--- config.mk ---
export PLATFORM = sky130hd
export DESIGN_NAME = cpu_irq_iface
export DESIGN_NICKNAME = d
export VERILOG_FILES = /design/src/rtl/cpu_irq_iface_pkg.sv /design/src/rtl/cpu_irq_iface_regs.sv /design/src/rtl/cpu_irq_iface_gate.sv /design/src/rtl/cpu_irq_iface_active.sv /design/src/rtl/cpu_irq_iface.sv
export SDC_FILE = /design/constraint.sdc
export NUM_CORES = 1
export LEC_CHECK = 0
export BUFFER_PORTS_ARGS = -buffer_cell sky130_fd_sc_hd__buf_4
export CORE_MARGIN = 2
export CORE_UTILIZATION = 35
export DETAILED_ROUTE_END_ITERATION = 8
export MAX_ROUTING_LAYER = met4
export PLACE_DENSITY_LB_ADDON = 0.15
export SYNTH_ARGS = -nofsm -noshare
export SYNTH_HDL_FRONTEND = slang
export SYNTH_SLANG_ARGS = --single-unit
--- constraint.sdc ---
create_clock -name clk -period 3.93 [get_ports clk]
set_input_delay 0.393 -clock clk [delete_from_list [all_inputs] [get_ports clk]]
set_output_delay 0.393 -clock clk [all_outputs]
set_load 0.01 [all_outputs]
--- src/rtl/cpu_irq_iface_pkg.sv ---
package cpu_irq_iface_pkg;
  localparam int ID_W   = 10;
  localparam int PRIO_W = 8;

  localparam logic [ID_W-1:0]   SPURIOUS_ID = 10'd1023;
  localparam logic [PRIO_W-1:0] IDLE_PRIO   = 8'hFF;

  typedef enum logic [2:0] {
    REG_CTRL  = 3'd0,
    REG_THRESH = 3'd1,
    REG_TAKE  = 3'd2,
    REG_DONE  = 3'd3,
    REG_RUN   = 3'd4
  } reg_sel_e;

  typedef struct packed {
    logic              valid;
    logic [ID_W-1:0]   id;
    logic [PRIO_W-1:0] prio;
  } cand_t;
endpackage

--- src/rtl/cpu_irq_iface_regs.sv ---
module cpu_irq_iface_regs
  import cpu_irq_iface_pkg::*;
#(
  parameter int ADDR_W = 3,
  parameter int DATA_W = 32
) (
  input  logic              clk,
  input  logic              rst_n,
  input  logic              bus_en,
  input  logic              bus_we,
  input  logic [ADDR_W-1:0] bus_addr,
  input  logic [DATA_W-1:0] bus_wdata,
  output logic              ctrl_en,
  output logic [PRIO_W-1:0] thresh,
  output logic              take_req,
  output logic              done_req,
  output logic [ID_W-1:0]   done_id
);
  logic hit_ctrl, hit_thresh, hit_take, hit_done;
  logic wr_ctrl, wr_thresh;
  logic ctrl_d;
  logic [PRIO_W-1:0] thresh_d;
  logic upper_clear;

  always_comb begin
    hit_ctrl   = (bus_addr == ADDR_W'(REG_CTRL));
    hit_thresh = (bus_addr == ADDR_W'(REG_THRESH));
    hit_take   = (bus_addr == ADDR_W'(REG_TAKE));
    hit_done   = (bus_addr == ADDR_W'(REG_DONE));
    wr_ctrl    = bus_en && bus_we && hit_ctrl;
    wr_thresh  = bus_en && bus_we && hit_thresh;
    // an identifier field with stray upper bits is treated as malformed
    upper_clear = (bus_wdata[DATA_W-1:ID_W] == '0);
    take_req   = bus_en && !bus_we && hit_take;
    done_req   = bus_en && bus_we && hit_done && upper_clear;
    done_id    = bus_wdata[ID_W-1:0];
  end

  always_comb begin
    ctrl_d   = ctrl_en;
    thresh_d = thresh;
    if (wr_ctrl)   ctrl_d   = bus_wdata[0];
    if (wr_thresh) thresh_d = bus_wdata[PRIO_W-1:0];
  end

  always_ff @(posedge clk or negedge rst_n) begin
    if (!rst_n) begin
      ctrl_en <= 1'b0;
      thresh  <= '0;
    end else begin
      if (wr_ctrl)   ctrl_en <= ctrl_d;
      if (wr_thresh) thresh  <= thresh_d;
    end
  end
endmodule

--- src/rtl/cpu_irq_iface_gate.sv ---
module cpu_irq_iface_gate
  import cpu_irq_iface_pkg::*;
#(
  parameter int NUM_IRQ = 64
) (
  input  logic              clk,
  input  logic              rst_n,
  input  cand_t             cand,
  input  logic              ctrl_en,
  input  logic [PRIO_W-1:0] thresh,
  input  logic [PRIO_W-1:0] run_prio,
  output logic              eligible,
  output logic              irq_q
);
  logic in_range, beats_thresh, beats_run;

  always_comb begin
    in_range     = (cand.id < ID_W'(NUM_IRQ));
    beats_thresh = (cand.prio < thresh);
    beats_run    = (cand.prio < run_prio);
    eligible     = ctrl_en && cand.valid && in_range && beats_thresh && beats_run;
  end

  always_ff @(posedge clk or negedge rst_n) begin
    if (!rst_n) irq_q <= 1'b0;
    else        irq_q <= eligible;
  end
endmodule

--- src/rtl/cpu_irq_iface_active.sv ---
module cpu_irq_iface_active
  import cpu_irq_iface_pkg::*;
#(
  parameter int NUM_IRQ = 64
) (
  input  logic              clk,
  input  logic              rst_n,
  input  cand_t             cand,
  input  logic              eligible,
  input  logic              take_req,
  input  logic              done_req,
  input  logic [ID_W-1:0]   done_id,
  output logic [PRIO_W-1:0] run_prio,
  output logic              ack_o,
  output logic [ID_W-1:0]   ack_id_o,
  output logic              eoi_o,
  output logic [ID_W-1:0]   eoi_id_o
);
  localparam int IDX_W = (NUM_IRQ > 1) ? $clog2(NUM_IRQ) : 1;

  logic [NUM_IRQ-1:0] act_q;
  logic               take_fire, done_fire, done_in_range;
  logic [IDX_W-1:0]   take_idx, done_idx;
  logic [PRIO_W-1:0]  run_d;

  always_comb begin
    take_idx      = cand.id[IDX_W-1:0];
    done_idx      = done_id[IDX_W-1:0];
    take_fire     = take_req && eligible;
    done_in_range = (done_id < ID_W'(NUM_IRQ));
    done_fire     = done_req && done_in_range && act_q[done_idx];
  end

  for (genvar i = 0; i < NUM_IRQ; i++) begin : g_act
    logic set_i, clr_i;
    assign set_i = take_fire && (take_idx == IDX_W'(i));
    assign clr_i = done_fire && (done_idx == IDX_W'(i));
    always_ff @(posedge clk or negedge rst_n) begin
      if (!rst_n)              act_q[i] <= 1'b0;
      else if (set_i || clr_i) act_q[i] <= set_i;
    end
  end

  always_comb begin
    run_d = run_prio;
    if (take_fire)      run_d = cand.prio;
    else if (done_fire) run_d = IDLE_PRIO;
  end

  always_ff @(posedge clk or negedge rst_n) begin
    if (!rst_n) run_prio <= IDLE_PRIO;
    else if (take_fire || done_fire) run_prio <= run_d;
  end

  always_ff @(posedge clk or negedge rst_n) begin
    if (!rst_n) begin
      ack_o    <= 1'b0;
      ack_id_o <= '0;
      eoi_o    <= 1'b0;
      eoi_id_o <= '0;
    end else begin
      ack_o <= take_fire;
      eoi_o <= done_fire;
      if (take_fire) ack_id_o <= cand.id;
      if (done_fire) eoi_id_o <= done_id;
    end
  end
endmodule

--- src/rtl/cpu_irq_iface.sv ---
module cpu_irq_iface
  import cpu_irq_iface_pkg::*;
#(
  parameter int NUM_IRQ = 64,
  parameter int ADDR_W  = 3,
  parameter int DATA_W  = 32
) (
  input  logic              clk,
  input  logic              rst_n,
  input  logic              bus_en,
  input  logic              bus_we,
  input  logic [ADDR_W-1:0] bus_addr,
  input  logic [DATA_W-1:0] bus_wdata,
  output logic [DATA_W-1:0] bus_rdata,
  output logic              bus_rvalid,
  input  logic              cand_valid,
  input  logic [ID_W-1:0]   cand_id,
  input  logic [PRIO_W-1:0] cand_prio,
  output logic              irq_o,
  output logic              ack_o,
  output logic [ID_W-1:0]   ack_id_o,
  output logic              eoi_o,
  output logic [ID_W-1:0]   eoi_id_o
);
  cand_t             cand;
  logic              ctrl_en, take_req, done_req, eligible, rd_req;
  logic [PRIO_W-1:0] thresh, run_prio;
  logic [ID_W-1:0]   done_id;
  logic [DATA_W-1:0] rdata_d;

  assign cand = '{valid: cand_valid, id: cand_id, prio: cand_prio};

  cpu_irq_iface_regs #(.ADDR_W(ADDR_W), .DATA_W(DATA_W)) u_regs (
    .clk(clk), .rst_n(rst_n), .bus_en(bus_en), .bus_we(bus_we),
    .bus_addr(bus_addr), .bus_wdata(bus_wdata), .ctrl_en(ctrl_en),
    .thresh(thresh), .take_req(take_req), .done_req(done_req), .done_id(done_id)
  );

  cpu_irq_iface_gate #(.NUM_IRQ(NUM_IRQ)) u_gate (
    .clk(clk), .rst_n(rst_n), .cand(cand), .ctrl_en(ctrl_en),
    .thresh(thresh), .run_prio(run_prio), .eligible(eligible), .irq_q(irq_o)
  );

  cpu_irq_iface_active #(.NUM_IRQ(NUM_IRQ)) u_active (
    .clk(clk), .rst_n(rst_n), .cand(cand), .eligible(eligible),
    .take_req(take_req), .done_req(done_req), .done_id(done_id),
    .run_prio(run_prio), .ack_o(ack_o), .ack_id_o(ack_id_o),
    .eoi_o(eoi_o), .eoi_id_o(eoi_id_o)
  );

  always_comb begin
    rd_req  = bus_en && !bus_we;
    rdata_d = '0;
    case (bus_addr)
      ADDR_W'(REG_CTRL):   rdata_d[0] = ctrl_en;
      ADDR_W'(REG_THRESH): rdata_d[PRIO_W-1:0] = thresh;
      ADDR_W'(REG_TAKE):   rdata_d[ID_W-1:0] = eligible ? cand_id : SPURIOUS_ID;
      ADDR_W'(REG_RUN):    rdata_d[PRIO_W-1:0] = run_prio;
      default:             rdata_d = '0;
    endcase
  end

  always_ff @(posedge clk or negedge rst_n) begin
    if (!rst_n) begin
      bus_rdata  <= '0;
      bus_rvalid <= 1'b0;
    end else begin
      bus_rvalid <= rd_req;
      if (rd_req) bus_rdata <= rdata_d;
    end
  end
endmodule

==> impl_summary.md <==
Logic synthesis
The average size of a mapped cell is 9.88 um2. Counting every instance in the synthesized netlist gives between 600 and 700. The portion of the post-synthesis area used by sequential elements is a little under half. Synthesis inferred 115 register bits. By area the synthesized netlist is led by dfrtp_1 (43%), o21ai_0 (11%), nand2_1 (4.7%), dfstp_2 (3.3%), mux4_1 (3.3%). The top cell type by total area after synthesis is dfrtp_1. The number of synthesized flops with an enable pin is 0. The top flip-flop cell by instance count after synthesis is dfrtp_1. The area share of the leading cell type in the synthesized netlist is 42.6%. The proportion of synthesized flip-flops having asynchronous set or reset is 100%.

Counting distinct cell types in the post-synthesis netlist gives between 50 and 60. During synthesis, Yosys emitted a total of 0 warnings. The mapped netlist covers 6280 um2.

STA
Derived from the worst setup path, the maximum achievable clock frequency is 374 MHz. The worst clock skew is around 8.8 ps. On the final layout, the worst hold slack is between 90 and 100 ps. The slew at the pin closest to its max-slew limit is 1300 ps.

The worst pin sits at a relative slew slack of 13.2%. The worst path meets setup with 1260 ps of slack. Setup repair after global routing left no endpoint under its margin. The max-slew violation count came to 0. The minimum period implied by the final worst setup slack is 2670 ps.

The number of failing hold endpoints at the final stage was 0. Setup violations remaining at the end of the flow were counted as 0. Setup total negative slack on the finished layout was measured at 0 ps. The final cycle utilization of the critical path is between 60% and 70%.

Placed design
The number of port buffers is 91. Detailed placement finished with a half-perimeter wire length of 12800 um. The pre-CTS worst setup slack is 951 ps. The last weighted congestion value of the routability-driven placer is 0.847. The placed instances occupy a cell area of 7020 um2.

Counting tap cells, the placed design contains a total of 920 instances.

Cells and area
The area growth from synthesis to layout is 21.7%. The library cells used most frequently in the layout, excluding fill and tap cells, are o21ai_0 (133), dfrtp_1 (107), buf_4 (98). The post-route netlist has 23.9% of its cells at a drive strength greater than 1.

Fill cells in the final layout number 1751. The number of cells in the finished layout apart from fillers is about 950. The number of inserted diodes is 0. With fillers left out, the area of the finished cells amounts to 7650 um2. The final layout contains just under 800 nets.

Cells fill 43.0% of the core in the end. The library cell used most frequently in the layout, excluding fill and tap cells, is o21ai_0.

Floorplan
The floorplan step set the die width to ~140 um. The starting utilization of the core area is 35.3%. The die area is 19000 um2. The vertical die dimension is 138 um.

The number of rows in the core area is 49. The area of the placeable core is 17800 um2. For this design the top-level I/O count stands at 114.

CTS
The later pin in the worst-skew pair is clocked with a latency of about 410 ps. Once the clock tree was built, the setup fixing pass inserted 0 buffers. The H-tree depth is 4. TritonCTS built the clock tree. Clock-pin slew was measured on the worst setup and hold paths at 60 ps. The number of sinks handled by clock tree synthesis is about 120.

The largest buffer count on any clock path is 2. The tree is rooted in a clkbuf_16. Post-CTS repair changed the size of 0 cells.

Buffers inserted during clock tree synthesis total 17. The count of hold-fix buffers inserted at cts is 0.

Outcome
The flow ran to the end, and the final reports show no timing, DRC or antenna violations.

Global route
In the global route stage, overall resource usage came out at 20.4%. The total congestion overflow after global routing is 0. The via count of the first global-routing pass is 5145. The number of antenna violations at the first check in global routing was 0. Entering global routing, the biggest net connects 68 pins. The global-route wire length before repair is 29700 um.

Power and ir drop
In this run the power density over the cells is 417 nW/um2. IR analysis of the VDD net gives a maximum drop of 290 uV. The design draws 3.19 mW. The static leakage is 3.43 nW.

Setup path
The worst register-to-register path has a depth of 6. The critical path in this run is classified as in -> reg. Data on the critical path is required at its endpoint by 4200 ps. In this run the worst path has a maximum fanout of 22. In this run the worst setup path begins at bus_wdata[0]. The endpoint identified for the worst register-to-register timing path is u_active.act_q[10]. STA classifies the critical path startpoint as a primary input. The critical path ends at u_active.act_q[10]. At the worst endpoint, the arrival time is 2940 ps. The worst setup path is captured at a flop.

The reg2reg setup slack is 1310 ps. In this run the critical register-to-register path is launched from u_active.act_q[9].

Hold path
The worst hold path belongs to the class in -> async.

Routing
The remaining antenna violation count is 0. The routed wire length is approximately 18000 um. The vias after detailed routing is 5125. After detailed routing, the number of remaining DRC violations is 0. The detail-routed net length per standard cell is 19.4 um. The per-cell via count in the routed design is 5.38. The initial detailed-routing violation count is around 320. The first detailed-routing pass ran for 6 iterations.

Job
The count of maximum capacitance violations is 0.
==> synthesized netlist by cell type (8+ instances only) <==
library cell	instances
dfstp_2	8
clkbuf_1	32
nor2b_1	11
mux4_2	9
ha_1	14
dfrtp_1	107
nor2_1	26
nand4_1	9
mux2i_1	11
a31oi_1	8
inv_1	24
o21ai_0	133
buf_4	22
mux2_2	16
nor3_1	11
nand4b_1	9
nand2_1	79
mux4_1	8
nor4_1	8
==> worst min path at each step <==
stage	start	endpoint	slack [ps]	cells past startpoint
3_5_place_dp	u_active.ack_id_o[7]	u_active.ack_id_o[7]	470	1
6_report	rst_n	u_regs.thresh[6]	100	1
5_1_grt	rst_n	u_regs.thresh[6]	160	1
3_3_place_gp	u_active.eoi_id_o[9]	u_active.eoi_id_o[9]	470	1
2_1_floorplan	rst_n	bus_rdata[0]	100	0
4_1_cts	rst_n	u_regs.thresh[6]	130	1
==> cell type report <==
cell class | instances | area [um2] | share of cell area (%)
Timing Repair Buffer | 98 | 736 | 9.62
Sequential cell | 115 | 2890 | 37.7
Inverter | 24 | 90.1 | 1.18
Tap cell | 229 | 287 | 3.75
Clock buffer | 20 | 447 | 5.84
Multi-Input combinational cell | 454 | 3020 | 39.5
Clock inverter | 12 | 181 | 2.37
==> metal layers <==
| metal | global-route usage [%] | vias to the layer above | share of wire (%) |
|---|---|---|---|
| li1 | - | 2397 | - |
| met1 | 28.2 | 2572 | 46 |
| met2 | 30.8 | 139 | 47 |
| met3 | 3.95 | 17 | 5.6 |
| met4 | 5.69 | 0 | 1.1 |
| met5 | - | - | 0 |
==> critical path, stage by stage <==
cell      delay (ps)
buf_4            320
mux4_1           340
or2_1            140
and4bb_1         280
nand4b_1         810
o21ai_0          500
o21ai_0          140
==> report_power, final <==
part           internal (mW)  switching [mW]  total (mW)
registers               1.22          0.0295        1.25
clock network           1.08           0.565        1.64
logic                  0.124           0.174       0.298
total                   2.42           0.769        3.19
==> kinds of logic (layout without fill, tap and decap cells) <==
kind of cell / count (synthesis) / count (layout) / share of synthesized area (%)
compound gates: 173 / 173 / 15.3
fa+ha+maj: 14 / 14 / 2.79
buf+inv: 88 / 154 / 7.23
flops: 115 / 115 / 45.9
mux: 50 / 50 / 12.6
other cells: 1 / 22 / 0.0597
simple gates: 195 / 195 / 16.1
==> sequential cells by signal, indices dropped and copies added (netlist names) <==
register and count:
u_active.eoi_id_o 10, u_gate.irq_q 1, u_active.act_q 64, bus_rdata 10
u_active.ack_o 1, u_active.run_prio 8, bus_rvalid 1, u_regs.thresh 8
u_regs.ctrl_en 1, u_active.ack_id_o 10, u_active.eoi_o 1
Power figures use the tool's default switching activity.
